===== config.mk =====
export PLATFORM = sky130hd
export DESIGN_NAME = tlb_ring_lookup
export DESIGN_NICKNAME = d
export VERILOG_FILES = /design/src/rtl/tlb_ring_pkg.sv /design/src/rtl/tlb_way_store.sv /design/src/rtl/tlb_hit_resolve.sv /design/src/rtl/tlb_ring_lookup.sv
export SDC_FILE = /design/constraint.sdc
export NUM_CORES = 2
export LEC_CHECK = 0
export BUFFER_PORTS_ARGS = -buffer_cell sky130_fd_sc_hd__buf_2
export CAP_MARGIN = 20
export CORE_MARGIN = 2
export CORE_UTILIZATION = 62
export DETAILED_ROUTE_END_ITERATION = 16
export PLACE_DENSITY = 0.81
export SLEW_MARGIN = 40
export SYNTH_ARGS = -nofsm -noshare
export SYNTH_HDL_FRONTEND = slang
export SYNTH_SLANG_ARGS = --single-unit

===== constraint.sdc =====
create_clock -name clk -period 7.4 [get_ports clk]
set_input_delay 0.37 -clock clk [delete_from_list [all_inputs] [get_ports clk]]
set_output_delay 0.37 -clock clk [all_outputs]
set_load 0.01 [all_outputs]

===== src/rtl/tlb_ring_pkg.sv =====
package tlb_ring_pkg;

    localparam int ASID_W = 8;
    localparam int ATTR_W = 4;
    localparam int CAUSE_W = 6;

    typedef struct packed {
        logic [31:0]       vpn;
        logic [31:0]       ppn;
        logic [ASID_W-1:0] asid;
        logic [ATTR_W-1:0] attr;
    } tlb_entry_t;

    typedef struct packed {
        logic       hit;
        logic [1:0] ring;
    } ring_sel_t;

    localparam logic [CAUSE_W-1:0] CAUSE_OK      = 6'd0;
    localparam logic [CAUSE_W-1:0] I_MISS        = 6'd16;
    localparam logic [CAUSE_W-1:0] I_MULTI       = 6'd17;
    localparam logic [CAUSE_W-1:0] I_PRIV        = 6'd18;
    localparam logic [CAUSE_W-1:0] I_NOEXEC      = 6'd20;
    localparam logic [CAUSE_W-1:0] D_MISS        = 6'd24;
    localparam logic [CAUSE_W-1:0] D_MULTI       = 6'd25;
    localparam logic [CAUSE_W-1:0] D_PRIV        = 6'd26;
    localparam logic [CAUSE_W-1:0] D_NOLOAD      = 6'd28;
    localparam logic [CAUSE_W-1:0] D_NOSTORE     = 6'd29;

    // Bits of the virtual address translated by a way.
    function automatic logic [31:0] way_mask(input logic is_var, input logic [1:0] sz);
        return is_var ? (32'hFFF0_0000 << {sz, 1'b0}) : 32'hFFFF_F000;
    endfunction

    // Address shifted so that the entry index sits at bit 0.
    function automatic logic [31:0] way_index_raw(input logic is_var, input logic [1:0] sz,
                                                  input logic [31:0] a);
        return is_var ? (a >> ({3'b000, sz, 1'b0} + 6'd20)) : (a >> 12);
    endfunction

    // Lowest ring whose map byte equals the tag; tag 0 never resolves.
    function automatic ring_sel_t ring_of(input logic [31:0] rmap, input logic [ASID_W-1:0] asid);
        ring_sel_t r;
        r = '0;
        for (int i = 3; i >= 0; i--) begin
            if (asid != '0 && rmap[8*i +: 8] == asid) begin
                r.hit  = 1'b1;
                r.ring = 2'(i);
            end
        end
        return r;
    endfunction

    // Rights as {read, write, exec}.
    function automatic logic [2:0] access_rwx(input logic [ATTR_W-1:0] attr);
        if (attr < 4'd12)       return {1'b1, attr[1], attr[0]};
        else if (attr == 4'd13) return 3'b110;
        else                    return 3'b000;
    endfunction

endpackage


===== src/rtl/tlb_way_store.sv =====
module tlb_way_store
    import tlb_ring_pkg::*;
#(
    parameter int IDX_W  = 2,
    parameter bit IS_VAR = 1'b0
) (
    input  logic        clk,
    input  logic        rst,
    input  logic        we,
    input  logic [31:0] wr_vaddr,
    input  logic [31:0] wr_pte,
    input  logic [31:0] rmap,
    input  logic [1:0]  vsz,
    input  logic [31:0] lk_addr,
    input  logic [31:0] pr_addr,
    output tlb_entry_t  lk_ent,
    output tlb_entry_t  pr_ent
);
    localparam int DEPTH = 1 << IDX_W;

    tlb_entry_t       mem [DEPTH];
    logic [31:0]      wmask;
    logic [31:0]      wr_raw, lk_raw, pr_raw;
    logic [IDX_W-1:0] wr_idx, lk_idx, pr_idx;

    assign wmask  = way_mask(IS_VAR, vsz);
    assign wr_raw = way_index_raw(IS_VAR, vsz, wr_vaddr);
    assign lk_raw = way_index_raw(IS_VAR, vsz, lk_addr);
    assign pr_raw = way_index_raw(IS_VAR, vsz, pr_addr);
    assign wr_idx = wr_raw[IDX_W-1:0];
    assign lk_idx = lk_raw[IDX_W-1:0];
    assign pr_idx = pr_raw[IDX_W-1:0];

    always_ff @(posedge clk) begin
        if (rst) begin
            for (int i = 0; i < DEPTH; i++) mem[i] <= '0;
        end else if (we) begin
            mem[wr_idx] <= '{vpn:  wr_vaddr & wmask,
                             ppn:  wr_pte & wmask,
                             asid: rmap[{wr_pte[5:4], 3'b000} +: 8],
                             attr: wr_pte[3:0]};
        end
    end

    assign lk_ent = mem[lk_idx];
    assign pr_ent = mem[pr_idx];
endmodule


===== src/rtl/tlb_hit_resolve.sv =====
module tlb_hit_resolve
    import tlb_ring_pkg::*;
#(
    parameter int NWAYS       = 5,
    parameter int REFILL_WAYS = 4
) (
    input  tlb_entry_t [NWAYS-1:0] ents,
    input  logic [31:0]            rmap,
    input  logic [1:0]             vsz,
    input  logic [31:0]            addr,
    output logic                   any_hit,
    output logic                   multi_hit,
    output logic [2:0]             way,
    output logic [1:0]             ring,
    output tlb_entry_t             ent,
    output logic [31:0]            mask
);
    logic [NWAYS-1:0]      hitv;
    ring_sel_t [NWAYS-1:0] rsel;
    logic [NWAYS-1:0][31:0] wmask;

    for (genvar w = 0; w < NWAYS; w++) begin : g_cmp
        assign wmask[w] = way_mask(w == REFILL_WAYS, vsz);
        assign rsel[w]  = ring_of(rmap, ents[w].asid);
        assign hitv[w]  = rsel[w].hit && (ents[w].vpn == (addr & wmask[w]));
    end

    always_comb begin
        logic [3:0] cnt;
        cnt  = '0;
        way  = '0;
        ring = '0;
        ent  = '0;
        mask = '0;
        for (int w = NWAYS - 1; w >= 0; w--) begin
            cnt = cnt + {3'b000, hitv[w]};
            if (hitv[w]) begin
                way  = 3'(w);
                ring = rsel[w].ring;
                ent  = ents[w];
                mask = wmask[w];
            end
        end
        any_hit   = (cnt != '0);
        multi_hit = (cnt > 4'd1);
    end
endmodule


===== src/rtl/tlb_ring_lookup.sv =====
module tlb_ring_lookup
    import tlb_ring_pkg::*;
#(
    parameter bit IS_DATA      = 1'b1,
    parameter int REFILL_WAYS  = 4,
    parameter int REFILL_IDX_W = 2
) (
    input  logic        clk,
    input  logic        rst,
    input  logic        rasid_we,
    input  logic [31:0] rasid_wdata,
    output logic [31:0] rasid_q,
    input  logic        vsz_we,
    input  logic [1:0]  vsz_wdata,
    input  logic        wr_en,
    input  logic [2:0]  wr_way,
    input  logic [31:0] wr_vaddr,
    input  logic [31:0] wr_pte,
    input  logic [31:0] lk_vaddr,
    input  logic [1:0]  lk_ring,
    input  logic        lk_store,
    output logic [31:0] lk_paddr,
    output logic        lk_fault,
    output logic [5:0]  lk_cause,
    input  logic [31:0] pr_vaddr,
    output logic [31:0] pr_result,
    output logic        pr_multi
);
    localparam int NWAYS = REFILL_WAYS + 1;
    localparam logic [CAUSE_W-1:0] C_MISS  = IS_DATA ? D_MISS  : I_MISS;
    localparam logic [CAUSE_W-1:0] C_MULTI = IS_DATA ? D_MULTI : I_MULTI;
    localparam logic [CAUSE_W-1:0] C_PRIV  = IS_DATA ? D_PRIV  : I_PRIV;
    localparam logic [31:0]        PR_KIND = IS_DATA ? 32'h10  : 32'h08;

    logic [1:0] vsz_q;

    always_ff @(posedge clk) begin
        if (rst) begin
            rasid_q <= 32'h0403_0201;
            vsz_q   <= 2'd0;
        end else begin
            if (rasid_we) rasid_q <= {rasid_wdata[31:8], 8'h01};
            if (vsz_we)   vsz_q   <= vsz_wdata;
        end
    end

    tlb_entry_t [NWAYS-1:0] lk_ents, pr_ents;

    for (genvar w = 0; w < NWAYS; w++) begin : g_way
        tlb_way_store #(
            .IDX_W (w < REFILL_WAYS ? REFILL_IDX_W : 2),
            .IS_VAR(w == REFILL_WAYS)
        ) u_way (
            .clk     (clk),
            .rst     (rst),
            .we      (wr_en && (wr_way == 3'(w))),
            .wr_vaddr(wr_vaddr),
            .wr_pte  (wr_pte),
            .rmap    (rasid_q),
            .vsz     (vsz_q),
            .lk_addr (lk_vaddr),
            .pr_addr (pr_vaddr),
            .lk_ent  (lk_ents[w]),
            .pr_ent  (pr_ents[w])
        );
    end

    logic        lk_any, lk_multi, pr_any;
    logic [2:0]  lk_way, pr_way;
    logic [1:0]  lk_hit_ring, pr_hit_ring;
    tlb_entry_t  lk_ent, pr_ent;
    logic [31:0] lk_mask, pr_mask;

    tlb_hit_resolve #(.NWAYS(NWAYS), .REFILL_WAYS(REFILL_WAYS)) u_lk (
        .ents(lk_ents), .rmap(rasid_q), .vsz(vsz_q), .addr(lk_vaddr),
        .any_hit(lk_any), .multi_hit(lk_multi), .way(lk_way), .ring(lk_hit_ring),
        .ent(lk_ent), .mask(lk_mask)
    );

    tlb_hit_resolve #(.NWAYS(NWAYS), .REFILL_WAYS(REFILL_WAYS)) u_pr (
        .ents(pr_ents), .rmap(rasid_q), .vsz(vsz_q), .addr(pr_vaddr),
        .any_hit(pr_any), .multi_hit(pr_multi), .way(pr_way), .ring(pr_hit_ring),
        .ent(pr_ent), .mask(pr_mask)
    );

    always_comb begin
        logic [2:0] rwx;
        logic       granted;
        rwx     = access_rwx(lk_ent.attr);
        granted = IS_DATA ? (lk_store ? rwx[1] : rwx[2]) : rwx[0];
        lk_fault = 1'b1;
        lk_paddr = '0;
        if (!lk_any)                    lk_cause = C_MISS;
        else if (lk_multi)              lk_cause = C_MULTI;
        else if (lk_hit_ring < lk_ring) lk_cause = C_PRIV;
        else if (!granted)
            lk_cause = IS_DATA ? (lk_store ? D_NOSTORE : D_NOLOAD) : I_NOEXEC;
        else begin
            lk_fault = 1'b0;
            lk_cause = CAUSE_OK;
            lk_paddr = lk_ent.ppn | (lk_vaddr & ~lk_mask);
        end
    end

    always_comb begin
        pr_result = '0;
        if (pr_any && !pr_multi && pr_hit_ring >= lk_ring)
            pr_result = {pr_vaddr[31:12], 12'h000} | {29'd0, pr_way} | PR_KIND;
    end
endmodule


==> impl_metrics.tcl <==
set metrics [dict create \
    maxCapViolCount 0 \
    netlist_area_um2 54950 \
    cp_slowest_cell "mux4_2" \
    fin_ws_ps 101.5 \
    gp_congestion 0.9728 \
    arrival_ps 6930 \
    pin_count 277 \
    drt_iter0_drc 5308 \
    die_area_um2 91020 \
    cts_tree "built" \
    die_h_um 301.7 \
    wl_per_cell_um 30.83 \
    timing.hold.ws_ps 132.1 \
    internal_power_w 0.01029 \
    synth_edf_count 976 \
    port-buffer-count 221 \
    min_path_type "in -> reg" \
    status "finished clean" \
    synthToLayoutAreaGrowth_pct 10.90 \
    p_sw_frac 0.2545 \
    grt_max_degree 176 \
    grt_overflow 0 \
    fmax_mhz 137.0 \
    leakagePower_nw 23.55 \
    tightestPinTransition_ps 917.8 \
    dp_hpwl_um 103800 \
    max_slew_margin 0.3830 \
    async_reset_ff_frac 0 \
    topRoutingLayerUsed "met5" \
    power.share.clock 0.384 \
    powerDensity_nw_per_um2 226.4 \
    ff2ff_setup_slack_ps 3630 \
    clkTransAtPathRegs_ps 60 \
    worstPathCellList "buf_4 -> mux4_2 -> buf_12 -> mux2i_1 -> mux2i_1 -> xnor2_1 -> nand4_1 -> o21ai_0 -> nor3_2 -> nor3_2 -> ha_1 -> inv_1 -> fa_1 -> inv_1 -> ha_1 -> fa_1 -> nor2_1 -> nand3b_1 -> buf_12 -> a211oi_2 -> buf_2" \
    setup-tns-final_ps 0 \
    finClkSkew_ps 22.64 \
    p_comb_frac 0.134 \
    grt_pass1_vias 38024 \
    dr.pass1.iters 8 \
    die_w_um 301.7 \
    ys_ff_latch 1002 \
    synth_cells 4180 \
    nFillCells 5788 \
    irDropWorstVdd_mv 0.1707 \
    cts_buffers 101 \
    cts_root_buffer "clkbuf_16" \
    dp_cells 5272 \
    slowest_delay_ps 580 \
    hold_viol_final 0 \
    final_area_um2 60930 \
    ys_seq_area_frac 0.5429 \
    pwr-share-seq 0.482 \
    wl_met2_um 76830 \
    clk_latency_ps 710 \
    post-place-ws_ps 834.5 \
    antenna_found_initial 16 \
    ys.flop_type "edfxtp_1" \
    setup_viol 0 \
    syn_avg_cell_area_um2 13.14 \
    vias_per_cell 7.008 \
    vias 38600 \
    critPathLaunchType "flop" \
    final_cells 5508 \
    switchingPower_w 0.003511 \
    drc 0 \
    cp.required_ps 7030 \
    nNetsFinal 4436 \
    wl_met1_um 56080 \
    crit_fanout 34 \
    min_period_over_period 0.9863 \
    drive_gt1_frac 0.2153 \
    htree_levels 3 \
    min_period_ps 7299 \
    grt_pass1_wl_um 246900 \
    synth-warning-count 0 \
    clkSinkCount 1002 \
    dpl_cell_area_um2 57080 \
    clk_path_buf_depth 3 \
    ant_nets 0 \
    wl_met3_um 23800 \
    grt_use_total 0.3721 \
    yosysUniqueCellTypes 85 \
    crit_path_end_kind "output pin" \
    rows 109 \
    slew_viol_final 0 \
    drt_wl_total_um 169800 \
    criticalPathCategory "reg -> out" \
    initial_core_util 0.6237 \
    core_area_um2 88100 \
]
==> layer usage <==
layer,vias to the layer above,GRT usage
li1,15855,-
met1,18826,0.4785
met2,3195,0.5641
met3,708,0.09524
met4,16,0.2459
met5,-,0
==> flip-flops by register name (all words and copies together) (netlist names) <==
register	cells
vsz_q	2
g_way.u_way.mem	976
rasid_q	24
==> Yosys cell counts (7+ instances only) <==
master / count / area, um^2
and3_1: 589 / 3685
o21ai_0: 21 / 105.1
or3_1: 8 / 50.05
mux2_2: 10 / 112.6
buf_1: 52 / 195.2
nand3_1: 35 / 175.2
nor3_1: 40 / 200.2
a31o_2: 10 / 87.58
and2_1: 193 / 1207
mux2i_1: 133 / 1331
clkbuf_1: 303 / 1137
a21oi_1: 71 / 355.3
nand2_1: 157 / 589.3
ha_1: 9 / 112.6
nor3b_1: 9 / 67.56
or4_1: 11 / 82.58
nand4_1: 68 / 425.4
nand2b_1: 11 / 68.82
nor3_2: 16 / 160.2
o31ai_1: 7 / 52.55
edfxtp_1: 976 / 29310
a211oi_1: 8 / 60.06
o211ai_1: 16 / 120.1
buf_4: 26 / 195.2
inv_1: 52 / 195.2
buf_2: 46 / 230.2
nor4_1: 58 / 362.9
xor2_1: 119 / 1042
a21o_1: 10 / 75.07
nor2_1: 312 / 1171
a211oi_2: 17 / 212.7
buf_6: 12 / 135.1
nor2b_1: 10 / 62.56
a22oi_1: 8 / 60.06
mux4_2: 326 / 7342
dfxtp_1: 26 / 520.5
xnor2_1: 283 / 2479
a31oi_1: 21 / 131.4
==> power groups by stage <==
stage               Clock (W)  Sequential [W]  Combinational (W)
floorplan                   0         0.00672            0.00121
global placement            0         0.00673            0.00172
detailed placement          0         0.00676            0.00175
CTS                   0.00530         0.00664            0.00178
global route          0.00550         0.00667            0.00191
finish                0.00530         0.00665            0.00185
==> final timing paths <==
kind,from,to,depth (start not counted)
worst max-delay path,vsz_q[0],lk_paddr[25],21
worst min-delay path,wr_pte[14],g_way[3].u_way.mem[3][14],2
worst max register to register,vsz_q[0],g_way[4].u_way.mem[2][8],6
worst min register to register,rasid_q[23],rasid_q[23],2
==> cell families after synthesis <==
family                     Yosys count  synth area share
buffers and inverters              500           0.03987
adders and majority gates           13          0.003507
and+or+nand+nor                   1550            0.1571
other                                2         0.0001367
DFF                               1002            0.5429
muxes                              470            0.1603
xor gates and xnor gates           402           0.06408
AOI/OAI and AO/OA                  241           0.03209
==> layout make-up <==
| type | instances | area (um^2) | area share |
|---|---|---|---|
| Antenna cell | 9 | 22.52 | 0.0003696 |
| Clock buffer | 127 | 2646 | 0.04343 |
| Clock inverter | 60 | 723.2 | 0.01187 |
| Inverter | 54 | 207.7 | 0.003409 |
| Multi-Input combinational cell | 2714 | 23480 | 0.3853 |
| Sequential cell | 1002 | 29830 | 0.4895 |
| Tap cell | 1165 | 1458 | 0.02392 |
| Timing Repair Buffer | 377 | 2567 | 0.04214 |
==> per-stage QoR <==
stage	utilization	total power [W]
floorplan	-	0.007933
global placement	0.6452	0.008450
detailed placement	0.6479	0.008512
CTS	0.6893	0.01372
global route	0.6914	0.01408
finish	0.6916	0.01380
==> layout by cell type, fill, tap and decap left out, drive strengths merged, types with 16 or more instances in the layout <==
| master | n |
|---|---|
| nand2 | 157 |
| nor3 | 57 |
| dfxtp | 26 |
| a21oi | 71 |
| a31oi | 21 |
| dlygate4sd3 | 28 |
| mux4 | 327 |
| edfxtp | 976 |
| and2 | 193 |
| nor4 | 62 |
| and3 | 589 |
| o211ai | 16 |
| clkbuf | 127 |
| nand4 | 69 |
| o21ai | 21 |
| a211oi | 25 |
| nand3 | 35 |
| inv | 57 |
| nor2 | 313 |
| xnor2 | 283 |
| clkinv | 38 |
| conb | 37 |
| buf | 349 |
| mux2i | 134 |
| xor2 | 119 |
==> critical path: cells and delay by family (launching register included) <==
family                   cells  cell delay [ps]
flip-flops                   1              570
multiplexers                 3             1230
XOR/XNOR                     1              130
adder cells (fa/ha/maj)      4             1540
AND/OR/NAND/NOR              5             1070
AO/OA/AOI/OAI                2              580
buffers and inverters        6             1060
==> timing repair <==
action,in CTS,in global routing
setup endpoints to repair,0,61
gates resized for setup,0,5
hold endpoints to repair,26,0
buffers inserted,0,10
hold buffers,28,0
Note: power is estimated with default switching activity, not from simulation.
